`src/rtl/tlock_pkg.sv`:
```
package tlock_pkg;

    typedef enum logic [1:0] {
        SEL_PROT = 2'd0,
        SEL_IDLE = 2'd1,
        SEL_POL  = 2'd2,
        SEL_OCM  = 2'd3
    } sel_e;

    typedef enum logic [2:0] {
        ST_OPEN    = 3'd0,
        ST_SEAL_L0 = 3'd1,
        ST_SEAL_L1 = 3'd2,
        ST_SEAL_L2 = 3'd3,
        ST_SEAL_L3 = 3'd4
    } lock_st_e;

    localparam int DT_W         = 8;
    localparam int DT_LSB       = 0;
    localparam int BRK_EN_BIT   = 8;
    localparam int BRK_POL_BIT  = 9;
    localparam int AOE_BIT      = 10;
    localparam int OFS_IDLE_BIT = 11;
    localparam int OFS_RUN_BIT  = 12;
    localparam int LOCK_LSB     = 13;
    localparam int PROT_TOP     = LOCK_LSB + 2;
    localparam int OCM_MODE_W   = 3;
    localparam int OCM_SLOT_W   = OCM_MODE_W + 1;

    typedef struct packed {
        logic dt_ok;
        logic tier1_ok;
        logic ofs_ok;
    } glob_perm_t;

endpackage

```
`src/rtl/tlock_fsm.sv`:
```
module tlock_fsm
    import tlock_pkg::*;
(
    input  logic       clk,
    input  logic       rst_n,
    input  logic       wr_en,
    input  logic [1:0] wr_sel,
    input  logic [1:0] lock_req,
    output logic [1:0] lock_lvl
);

    lock_st_e st_q;
    lock_st_e st_nxt;
    logic     seal_req;

    assign seal_req = wr_en && (sel_e'(wr_sel) == SEL_PROT);

    always_ff @(posedge clk) begin
        if (!rst_n) begin
            st_q <= ST_OPEN;
        end else begin
            st_q <= st_nxt;
        end
    end

    always_comb begin
        st_nxt = st_q;
        unique case (st_q)
            ST_OPEN: begin
                if (seal_req) begin
                    unique case (lock_req)
                        2'd0: st_nxt = ST_SEAL_L0;
                        2'd1: st_nxt = ST_SEAL_L1;
                        2'd2: st_nxt = ST_SEAL_L2;
                        2'd3: st_nxt = ST_SEAL_L3;
                        default: st_nxt = ST_OPEN;
                    endcase
                end
            end
            ST_SEAL_L0, ST_SEAL_L1, ST_SEAL_L2, ST_SEAL_L3: st_nxt = st_q;
            default: st_nxt = ST_OPEN;
        endcase
    end

    always_comb begin
        unique case (st_q)
            ST_OPEN:    lock_lvl = 2'd0;
            ST_SEAL_L0: lock_lvl = 2'd0;
            ST_SEAL_L1: lock_lvl = 2'd1;
            ST_SEAL_L2: lock_lvl = 2'd2;
            ST_SEAL_L3: lock_lvl = 2'd3;
            default:    lock_lvl = 2'd0;
        endcase
    end

    // once sealed the level never moves
    assert_level_held_R2: assert property (@(posedge clk) disable iff (!rst_n)
        (st_q != ST_OPEN) |=> (lock_lvl == $past(lock_lvl)));

    // any first group-0 write seals, whatever level it carries
    assert_first_write_seals_R3: assert property (@(posedge clk) disable iff (!rst_n)
        (st_q == ST_OPEN && seal_req) |=> (st_q != ST_OPEN));

    // the sealed level is the requested one
    assert_seal_value_R2: assert property (@(posedge clk) disable iff (!rst_n)
        (st_q == ST_OPEN && seal_req) |=> (lock_lvl == $past(lock_req)));

endmodule

```
`src/rtl/tlock_perm.sv`:
```
module tlock_perm
    import tlock_pkg::*;
#(
    parameter int NCH = 2
) (
    input  logic [1:0]     lock_lvl,
    input  logic [NCH-1:0] ch_is_out,
    output glob_perm_t     gperm,
    output logic [NCH-1:0] pol_ok,
    output logic [NCH-1:0] ocm_ok
);

    logic lvl_zero;
    logic lvl_below2;
    logic lvl_top;

    assign lvl_zero   = (lock_lvl == 2'd0);
    assign lvl_below2 = (lock_lvl < 2'd2);
    assign lvl_top    = (lock_lvl == 2'd3);

    always_comb begin
        gperm.dt_ok    = lvl_zero;
        gperm.tier1_ok = lvl_zero;
        gperm.ofs_ok   = lvl_below2;
    end

    for (genvar c = 0; c < NCH; c++) begin : g_ch_perm
        assign pol_ok[c] = lvl_below2 || !ch_is_out[c];
        assign ocm_ok[c] = !lvl_top   || !ch_is_out[c];
    end

endmodule

```
`src/rtl/tlock_store.sv`:
```
module tlock_store
    import tlock_pkg::*;
#(
    parameter int NCH    = 2,
    parameter int DATA_W = 15
) (
    input  logic                     clk,
    input  logic                     rst_n,
    input  logic                     wr_en,
    input  logic [1:0]               wr_sel,
    input  logic [DATA_W-1:0]        wr_data,
    input  logic [1:0]               lock_lvl,
    input  logic [NCH-1:0]           ch_is_out,
    input  glob_perm_t               gperm,
    input  logic [NCH-1:0]           pol_ok,
    input  logic [NCH-1:0]           ocm_ok,
    output logic [DT_W-1:0]          dt_code,
    output logic [2*NCH-1:0]         idle_lvl,
    output logic                     brk_en,
    output logic                     brk_pol,
    output logic                     auto_oe,
    output logic                     ofs_run,
    output logic                     ofs_idle,
    output logic [2*NCH-1:0]         ch_pol,
    output logic [OCM_MODE_W*NCH-1:0] oc_mode,
    output logic [NCH-1:0]           oc_pre
);

    localparam int IDLE_W = 2 * NCH;

    logic wr_prot;
    logic wr_idle;
    logic wr_pol;
    logic wr_ocm;

    always_comb begin
        wr_prot = 1'b0;
        wr_idle = 1'b0;
        wr_pol  = 1'b0;
        wr_ocm  = 1'b0;
        if (wr_en) begin
            unique case (sel_e'(wr_sel))
                SEL_PROT: wr_prot = 1'b1;
                SEL_IDLE: wr_idle = 1'b1;
                SEL_POL:  wr_pol  = 1'b1;
                SEL_OCM:  wr_ocm  = 1'b1;
                default:  wr_prot = 1'b0;
            endcase
        end
    end

    // group 0: dead time, break controls, off-state selects
    always_ff @(posedge clk) begin
        if (!rst_n) begin
            dt_code  <= '0;
            brk_en   <= 1'b0;
            brk_pol  <= 1'b0;
            auto_oe  <= 1'b0;
            ofs_run  <= 1'b0;
            ofs_idle <= 1'b0;
        end else if (wr_prot) begin
            if (gperm.dt_ok) begin
                dt_code <= wr_data[DT_LSB +: DT_W];
            end
            if (gperm.tier1_ok) begin
                brk_en  <= wr_data[BRK_EN_BIT];
                brk_pol <= wr_data[BRK_POL_BIT];
                auto_oe <= wr_data[AOE_BIT];
            end
            if (gperm.ofs_ok) begin
                ofs_run  <= wr_data[OFS_RUN_BIT];
                ofs_idle <= wr_data[OFS_IDLE_BIT];
            end
        end
    end

    // group 1: idle levels
    always_ff @(posedge clk) begin
        if (!rst_n) begin
            idle_lvl <= '0;
        end else if (wr_idle && gperm.tier1_ok) begin
            idle_lvl <= wr_data[IDLE_W-1:0];
        end
    end

    // groups 2 and 3: per-channel slots
    for (genvar c = 0; c < NCH; c++) begin : g_ch
        always_ff @(posedge clk) begin
            if (!rst_n) begin
                ch_pol[2*c +: 2] <= 2'b00;
            end else if (wr_pol && pol_ok[c]) begin
                ch_pol[2*c +: 2] <= wr_data[2*c +: 2];
            end
        end

        always_ff @(posedge clk) begin
            if (!rst_n) begin
                oc_mode[OCM_MODE_W*c +: OCM_MODE_W] <= '0;
                oc_pre[c]                           <= 1'b0;
            end else if (wr_ocm && ocm_ok[c]) begin
                oc_mode[OCM_MODE_W*c +: OCM_MODE_W] <= wr_data[OCM_SLOT_W*c +: OCM_MODE_W];
                oc_pre[c]                           <= wr_data[OCM_SLOT_W*c + OCM_MODE_W];
            end
        end

        // polarity of an output channel is frozen from level 2
        assert_pol_frozen_R8: assert property (@(posedge clk) disable iff (!rst_n)
            (lock_lvl >= 2'd2 && ch_is_out[c]) |=> $stable(ch_pol[2*c +: 2]));

        // compare mode and preload of an output channel frozen at level 3
        assert_ocm_frozen_R9: assert property (@(posedge clk) disable iff (!rst_n)
            (lock_lvl == 2'd3 && ch_is_out[c]) |=>
                ($stable(oc_mode[OCM_MODE_W*c +: OCM_MODE_W]) && $stable(oc_pre[c])));

        // an input channel's polarity still follows a write at level 3
        assert_pol_input_open_R8: assert property (@(posedge clk) disable iff (!rst_n)
            (wr_pol && !ch_is_out[c]) |=> (ch_pol[2*c +: 2] == $past(wr_data[2*c +: 2])));
    end

    // dead-time code frozen at any nonzero level
    assert_dt_frozen_R5: assert property (@(posedge clk) disable iff (!rst_n)
        (lock_lvl != 2'd0) |=> $stable(dt_code));

    // tier-one controls frozen at any nonzero level
    assert_tier1_frozen_R6: assert property (@(posedge clk) disable iff (!rst_n)
        (lock_lvl != 2'd0) |=>
            ($stable(idle_lvl) && $stable(brk_en) && $stable(brk_pol) && $stable(auto_oe)));

    // off-state selects frozen from level 2
    assert_ofs_frozen_R7: assert property (@(posedge clk) disable iff (!rst_n)
        (lock_lvl >= 2'd2) |=> ($stable(ofs_run) && $stable(ofs_idle)));

    // at level 1 a group-0 write still lands its open fields
    assert_partial_update_R10: assert property (@(posedge clk) disable iff (!rst_n)
        (lock_lvl == 2'd1 && wr_prot) |=>
            (ofs_run == $past(wr_data[OFS_RUN_BIT]) && ofs_idle == $past(wr_data[OFS_IDLE_BIT])));

endmodule

```
`src/rtl/tiered_lock_ctl.sv`:
```
module tiered_lock_ctl
    import tlock_pkg::*;
#(
    parameter int NCH    = 2,
    parameter int DATA_W = (OCM_SLOT_W * NCH > PROT_TOP) ? OCM_SLOT_W * NCH : PROT_TOP
) (
    input  logic                     clk,
    input  logic                     rst_n,
    input  logic                     wr_en,
    input  logic [1:0]               wr_sel,
    input  logic [DATA_W-1:0]        wr_data,
    input  logic [NCH-1:0]           ch_is_out,
    output logic [DT_W-1:0]          dt_code,
    output logic [2*NCH-1:0]         idle_lvl,
    output logic                     brk_en,
    output logic                     brk_pol,
    output logic                     auto_oe,
    output logic                     ofs_run,
    output logic                     ofs_idle,
    output logic [2*NCH-1:0]         ch_pol,
    output logic [OCM_MODE_W*NCH-1:0] oc_mode,
    output logic [NCH-1:0]           oc_pre,
    output logic [1:0]               lock_lvl
);

    glob_perm_t     gperm;
    logic [NCH-1:0] pol_ok;
    logic [NCH-1:0] ocm_ok;

    tlock_fsm u_fsm (
        .clk      (clk),
        .rst_n    (rst_n),
        .wr_en    (wr_en),
        .wr_sel   (wr_sel),
        .lock_req (wr_data[LOCK_LSB +: 2]),
        .lock_lvl (lock_lvl)
    );

    tlock_perm #(.NCH(NCH)) u_perm (
        .lock_lvl  (lock_lvl),
        .ch_is_out (ch_is_out),
        .gperm     (gperm),
        .pol_ok    (pol_ok),
        .ocm_ok    (ocm_ok)
    );

    tlock_store #(.NCH(NCH), .DATA_W(DATA_W)) u_store (
        .clk       (clk),
        .rst_n     (rst_n),
        .wr_en     (wr_en),
        .wr_sel    (wr_sel),
        .wr_data   (wr_data),
        .lock_lvl  (lock_lvl),
        .ch_is_out (ch_is_out),
        .gperm     (gperm),
        .pol_ok    (pol_ok),
        .ocm_ok    (ocm_ok),
        .dt_code   (dt_code),
        .idle_lvl  (idle_lvl),
        .brk_en    (brk_en),
        .brk_pol   (brk_pol),
        .auto_oe   (auto_oe),
        .ofs_run   (ofs_run),
        .ofs_idle  (ofs_idle),
        .ch_pol    (ch_pol),
        .oc_mode   (oc_mode),
        .oc_pre    (oc_pre)
    );

endmodule

```
`config.mk`:
```
export PLATFORM = sky130hd
export DESIGN_NAME = tiered_lock_ctl
export DESIGN_NICKNAME = d
export VERILOG_FILES = /design/src/rtl/tlock_pkg.sv /design/src/rtl/tlock_fsm.sv /design/src/rtl/tlock_perm.sv /design/src/rtl/tlock_store.sv /design/src/rtl/tiered_lock_ctl.sv
export SDC_FILE = /design/constraint.sdc
export NUM_CORES = 1
export LEC_CHECK = 0
export BUFFER_PORTS_ARGS = -buffer_cell sky130_fd_sc_hd__buf_2
export CAP_MARGIN = 5
export CORE_MARGIN = 4
export CORE_UTILIZATION = 51
export DETAILED_ROUTE_END_ITERATION = 12
export HOLD_SLACK_MARGIN = 0.02
export PLACE_DENSITY = 0.92
export SYNTH_ARGS = -nofsm -noshare
export SYNTH_HDL_FRONTEND = slang
export SYNTH_HIERARCHICAL = 1
export SYNTH_SLANG_ARGS = --single-unit
```
`constraint.sdc`:
```
create_clock -name clk -period 4.9 [get_ports clk]
set_input_delay 0.49 -clock clk [delete_from_list [all_inputs] [get_ports clk]]
set_output_delay 0.49 -clock clk [all_outputs]
set_load 0.005 [all_outputs]
```
-- Word level (Yosys, flattened, before mapping)
Cells that the tools add are included.
- order comparisons: 1
- reduce and logical (&&, ||, !) cells: 21
- equality and inequality tests: 12
- bitwise operators: 1
- shift-type cells: 0
- add/subtract/negate cells: 0
- div/mod/pow operators: 0
- multiplexer cells: 12
- $mul: 0
- operator list (kind ; number):
    one-hot mux 3 bit (4 select lines) ; 1
    == test 2 bit, second input constant ; 5
    two-way mux 1 bit ; 8
    == test 3 x 2 -> 1 bit, second input constant ; 2
    logical AND 1 bit ; 6
    logical NOT 2 bit ; 3
    one-hot mux 2 bit (3 select lines) ; 1
    one-hot mux 3 bit (2 select lines) ; 1
    AND reduction 2 bit ; 3
    == test 2 x 1 -> 1 bit, second input constant ; 2
    logical OR 1 bit ; 4
    OR reduction 4 bit ; 1
    == test 3 x 1 -> 1 bit, second input constant ; 1
    == test 3 bit, second input constant ; 1
    logical NOT 1 bit ; 3
    logical NOT 3 bit ; 1
    two-way mux 3 bit ; 1
    < comparator 2 bit, second input constant ; 1
    inequality test 2 x 1 -> 1 bit, second input constant ; 1
    inverter 1 bit ; 1
- register bits after elaboration: 32
- output and inout port bits: 31
- logic and storage cells: 61
- input port bits: 22
- bits in latches: 0
- bits in read-only memories: 0
- memories: 0
- memory bits (writable): 0

-- Logic depth before layout (Yosys ltp)
- depth after elaboration: 6
- depth in mapped cells: 7
- depth with buffers taken out: 5

-- By module
The synthesis kept the hierarchy.
- by module, submodules not included (module ; area an instance (um^2) ; times used ; sequential area each (um^2) ; cells each):
    tlock_store ; 1144.8 ; 1 ; 580.6 ; 115
    tlock_fsm ; 203.9 ; 1 ; 60.1 ; 22
    tlock_perm ; 47.5 ; 1 ; 0.0 ; 9

-- Worst setup path after synthesis
No wires, ideal clock.
- kind: register to register
- from: register u_fsm.st_q[2]
- to: register u_store.dt_code[1]
- data arrival time: 1.515 ns
- library setup time: 0.121 ns
- period minus slack after synthesis: 1.636 ns
- path buffers: 2
- data required time: 4.779 ns
- slack: 3.264 ns
- stages on the path, launching flop included: 8
- path through: dfxtp_1 > nand2b_1 > mux2i_1 > nor2_1 > buf_4 > and4bb_1 > buf_6 > mux2i_1
- word-level cells in the longest chain between the ends: 4
- elaborated cells between the ends (all ways): 6
- classes of those cells: eq/ne (3); mux (1); reduce/logical (2)
- ends and longest elaborated chain (element ; RTL line ; source):
    start, declared ; tlock_fsm.sv:12 ; lock_st_e st_q;
    start signal, assigned ; tlock_fsm.sv:22 ; st_q <= st_nxt;
    == test 3 bit or == test 3 x 2 -> 1 bit (tied branches) ; tlock_fsm.sv:46 ; unique case (st_q)
    one-hot mux 2 bit (3 select lines) (*) ; tlock_fsm.sv:46 ;
    named net lock_lvl[1] ; tiered_lock_ctl.sv:23 ; output logic [1:0] lock_lvl
    logical NOT 2 bit (*) ; tlock_perm.sv:17 ; assign lvl_zero = (lock_lvl == 2'd0);
    named net u_perm.lvl_zero ; tlock_perm.sv:13 ; logic lvl_zero;
    AND reduction 2 bit (no source line) (*) ; -- ;
    end signal, assigned ; tlock_store.sv:63 ; dt_code <= wr_data[DT_LSB +: DT_W];
    end, declared ; tlock_store.sv:17 ; output logic [DT_W-1:0] dt_code,
Mark *: on every way through the listed nets, which the timed path passes. The rest lies on a longest branch.
A chain may end at the register's enable or synchronous reset.

-- Worst setup path after layout
- from: register u_fsm.st_q[2]
- to: output port lock_lvl[1]
- word-level cells in the longest chain between the ends: 2
- elaborated cells between the ends (all ways): 4
- classes of those cells: eq/ne (3); mux (1)
- ends and longest elaborated chain (element ; RTL line):
    == test 3 bit or == test 3 x 2 -> 1 bit (tied branches) ; tlock_fsm.sv:46
    one-hot mux 2 bit (3 select lines) (*) ; tlock_fsm.sv:46
    end, declared ; tiered_lock_ctl.sv:23
Every way passes the cells marked *; elsewhere a longest branch is shown, timed or not.

==> flow_metrics.env <==
export IMPL_layout_area_overhead_vs_synth_pct=22.3
export IMPL_hp_class="in -> reg"
export IMPL_maxCapViolations=0
export IMPL_postLayoutSetupSlackWorst_ns=2.96
export IMPL_fmax_mhz=517
export IMPL_grt_max_degree=46
export IMPL_dieWidth_um=60.3
export IMPL_relSlewSlack_pct=51.8
export IMPL_io_pins=53
export IMPL_finalCriticalPeriod_ns=1.94
export IMPL_cts_buffer_depth=2
export IMPL_final_common_cell="buf_2"
export IMPL_setup_viol=0
export IMPL_grt_pass1_vias=1201
export IMPL_min_to="u_store/ofs_run"
export IMPL_power_uw=521
export IMPL_synthTopCellsByArea="dfxtp_1 (46%), mux2i_1 (22%), nand2_1 (12%)"
export IMPL_worst_pin_slew_ns=0.722
export IMPL_postCtsSetupBuffers=0
export IMPL_reg2reg_to="u_store/dt_code[4]"
export IMPL_synth_area_per_cell_sq_um=9.56
export IMPL_fillers=210
export IMPL_synth_seq_cells=32
export IMPL_path_clk_slew_ns=0.09
export IMPL_vias=1170
export IMPL_core_sq_um=2540
export IMPL_initial_core_util_pct=54.9
export IMPL_path_max_fanout=7
export IMPL_final_cell_mix="buf_2 (52), nand2_1 (44), dfxtp_1 (32), mux2i_1 (30), clkbuf_4 (5)"
export IMPL_required_ns=4.41
export IMPL_syn_inst=146
export IMPL_n_antenna_cell=0
export IMPL_finalCritPeriodShare_pct=39.5
export IMPL_post_cts_resized=0
export IMPL_endpoint_kind="primary output"
export IMPL_design_die_area_sq_um=3640
export IMPL_ant_nets=0
export IMPL_gr_usage_met3_pct=9.29
export IMPL_post_place_ws_ns=3.17
export IMPL_htreeDepth=2
export IMPL_whs_path_depth=3
export IMPL_insertion_delay_ns=0.32
export IMPL_drt_iter0_drc=23
export IMPL_wl_per_cell_um=13.5
export IMPL_rows=18
export IMPL_synthesis_area_sq_um=1400
export IMPL_power_density_nw_per_um2=305
export IMPL_track_usage_pct=19.6
export IMPL_rsz0062_at_grt="no"
export IMPL_ff2ff_setup_slack_ns=3.12
export IMPL_seq_area_frac_synth_pct=45.9
export IMPL_met1_usage_pct=24.0
export IMPL_ff_latch_area_sq_um=641
export IMPL_antenna_found_initial=0
export IMPL_setup_tns_ns=0
export IMPL_synth_top_area_cell="dfxtp_1"
export IMPL_multi_input_area_sq_um=682
export IMPL_port_buffers=52
export IMPL_viasPerCell=5.18
export IMPL_final_nets=220
export IMPL_power_leakage_uw=0.000875
export IMPL_grt_overflow=0
export IMPL_die_height_um=60.3
export IMPL_rr_worst_depth=5
export IMPL_synth_warnings=6
export IMPL_final_hold_viol_count=0
export IMPL_root_buffer="clkbuf_4"
export IMPL_r2r_start="u_fsm/st_q[2]"
export IMPL_ctsHoldBuffers=0
export IMPL_numCtsBuffers=5
export IMPL_gp_congestion=0.806
export IMPL_finalMaxSlewViolations=0
export IMPL_ir_drop_mv=0.284
export IMPL_cts_tree="built"
export IMPL_drc=0
export IMPL_final_layout_size_suffix_gt1_share_pct=31.6
export IMPL_busiest_layer="met2"
export IMPL_crit_start="u_fsm/st_q[2]"
export IMPL_met2_usage_pct=30.4
export IMPL_cts_sinks=32
export IMPL_dp_hpwl_um=2250
export IMPL_finClkSkew_ns=0.00551
export IMPL_critPathKind="reg -> out"
export IMPL_firstDrtPassIters=4
export IMPL_startpoint_type="register"
export IMPL_status="finished clean"
export IMPL_synth_fp_nets=171
export IMPL_wl_um=3060
export IMPL_ys_types=25
export IMPL_hold_path_startpoint="wr_data[12]"
export IMPL_crit_arrival_ns=1.45
export IMPL_grt_first_pass_wirelength_um=5280
export IMPL_synth_top_area_share_pct=45.9
-- final cells by class --
class                      count  share of cell area, %
timing repair buffer          52                   15.2
sequential                    32                   37.5
tap                           30                   2.20
inverter                       3                  0.659
clock inverter                 2                   2.05
multi-input combinational    101                   39.9
clock buffer                   6                   2.42
-- metrics by stage --
step                      utilization [%]  instances  area [sq um]  hold slack (ns)
after global placement               64.1        218          1630            0.445
after detailed placement             64.1        218          1630            0.446
after global routing                 67.1        226          1710            0.401
after CTS                            67.1        226          1710            0.400
final                                67.1        226          1710            0.413
after floorplan                         -        146          1400            0.451
-- synthesized netlist by cell type --
library cell / n
a21oi_1: 1
nor4_2: 1
and4bb_2: 2
or2b_1: 1
ha_1: 3
a21boi_1: 2
mux2i_1: 30
and3_1: 1
clkbuf_1: 1
buf_2: 4
nor2_1: 2
nand4b_1: 3
buf_6: 1
clkbuf_2: 1
inv_1: 3
nor2b_1: 1
nand4_1: 2
dfxtp_1: 32
and4bb_1: 1
nand3_1: 3
buf_4: 3
nand2_1: 44
nand2b_1: 2
o21a_1: 1
o211ai_1: 1
-- per-layer routing --
layer | routed length (um) | share of wire (%) | vias to the layer above
met5 | 0 | 0 | -
met1 | 1270 | 42 | 538
met4 | 34 | 1.1 | 0
li1 | - | - | 589
met3 | 275 | 9.0 | 4
met2 | 1480 | 48 | 39
-- cells by family (layout without fill, tap and decap cells) --
kind of cell	count (synthesis)	count (layout)	synth area share [%]
simple gates	63	63	22.1
mux	30	30	21.5
fa+ha+maj	3	3	2.69
flops	32	32	45.9
buf+inv	13	63	5.29
compound gates	5	5	2.51
-- where the power goes --
part	internal, uW	switching [uW]
Clock	107	84.1
Sequential	269	5.04
Combinational	25.7	30.3
-- registers in the layout, summed over array words and instances, names as in the netlist --
signal and cells:
u_store/oc_pre 2, u_store/ofs_idle 1, u_store/dt_code 8, u_fsm/st_q 3
u_store/idle_lvl 4, u_store/ch_pol 4, u_store/brk_en 1, u_store/ofs_run 1
u_store/auto_oe 1, u_store/oc_mode 6, u_store/brk_pol 1
-- worst max path at each step --
stage,slack (ns),end,cells past startpoint
after floorplan,3.26,u_store/dt_code[1],7
after global placement,3.26,u_store/dt_code[7],5
after detailed placement,3.17,u_store/dt_code[4],5
after CTS,2.95,lock_lvl[1],3
after global routing,2.82,lock_lvl[1],3
final,2.96,lock_lvl[1],3
-- critical path: stages (launching register included) --
cell and delay (ns):
dfxtp_1 0.35, nand2b_1 0.19, mux2i_1 0.39, buf_2 0.20
Power figures use the tool's default switching activity.
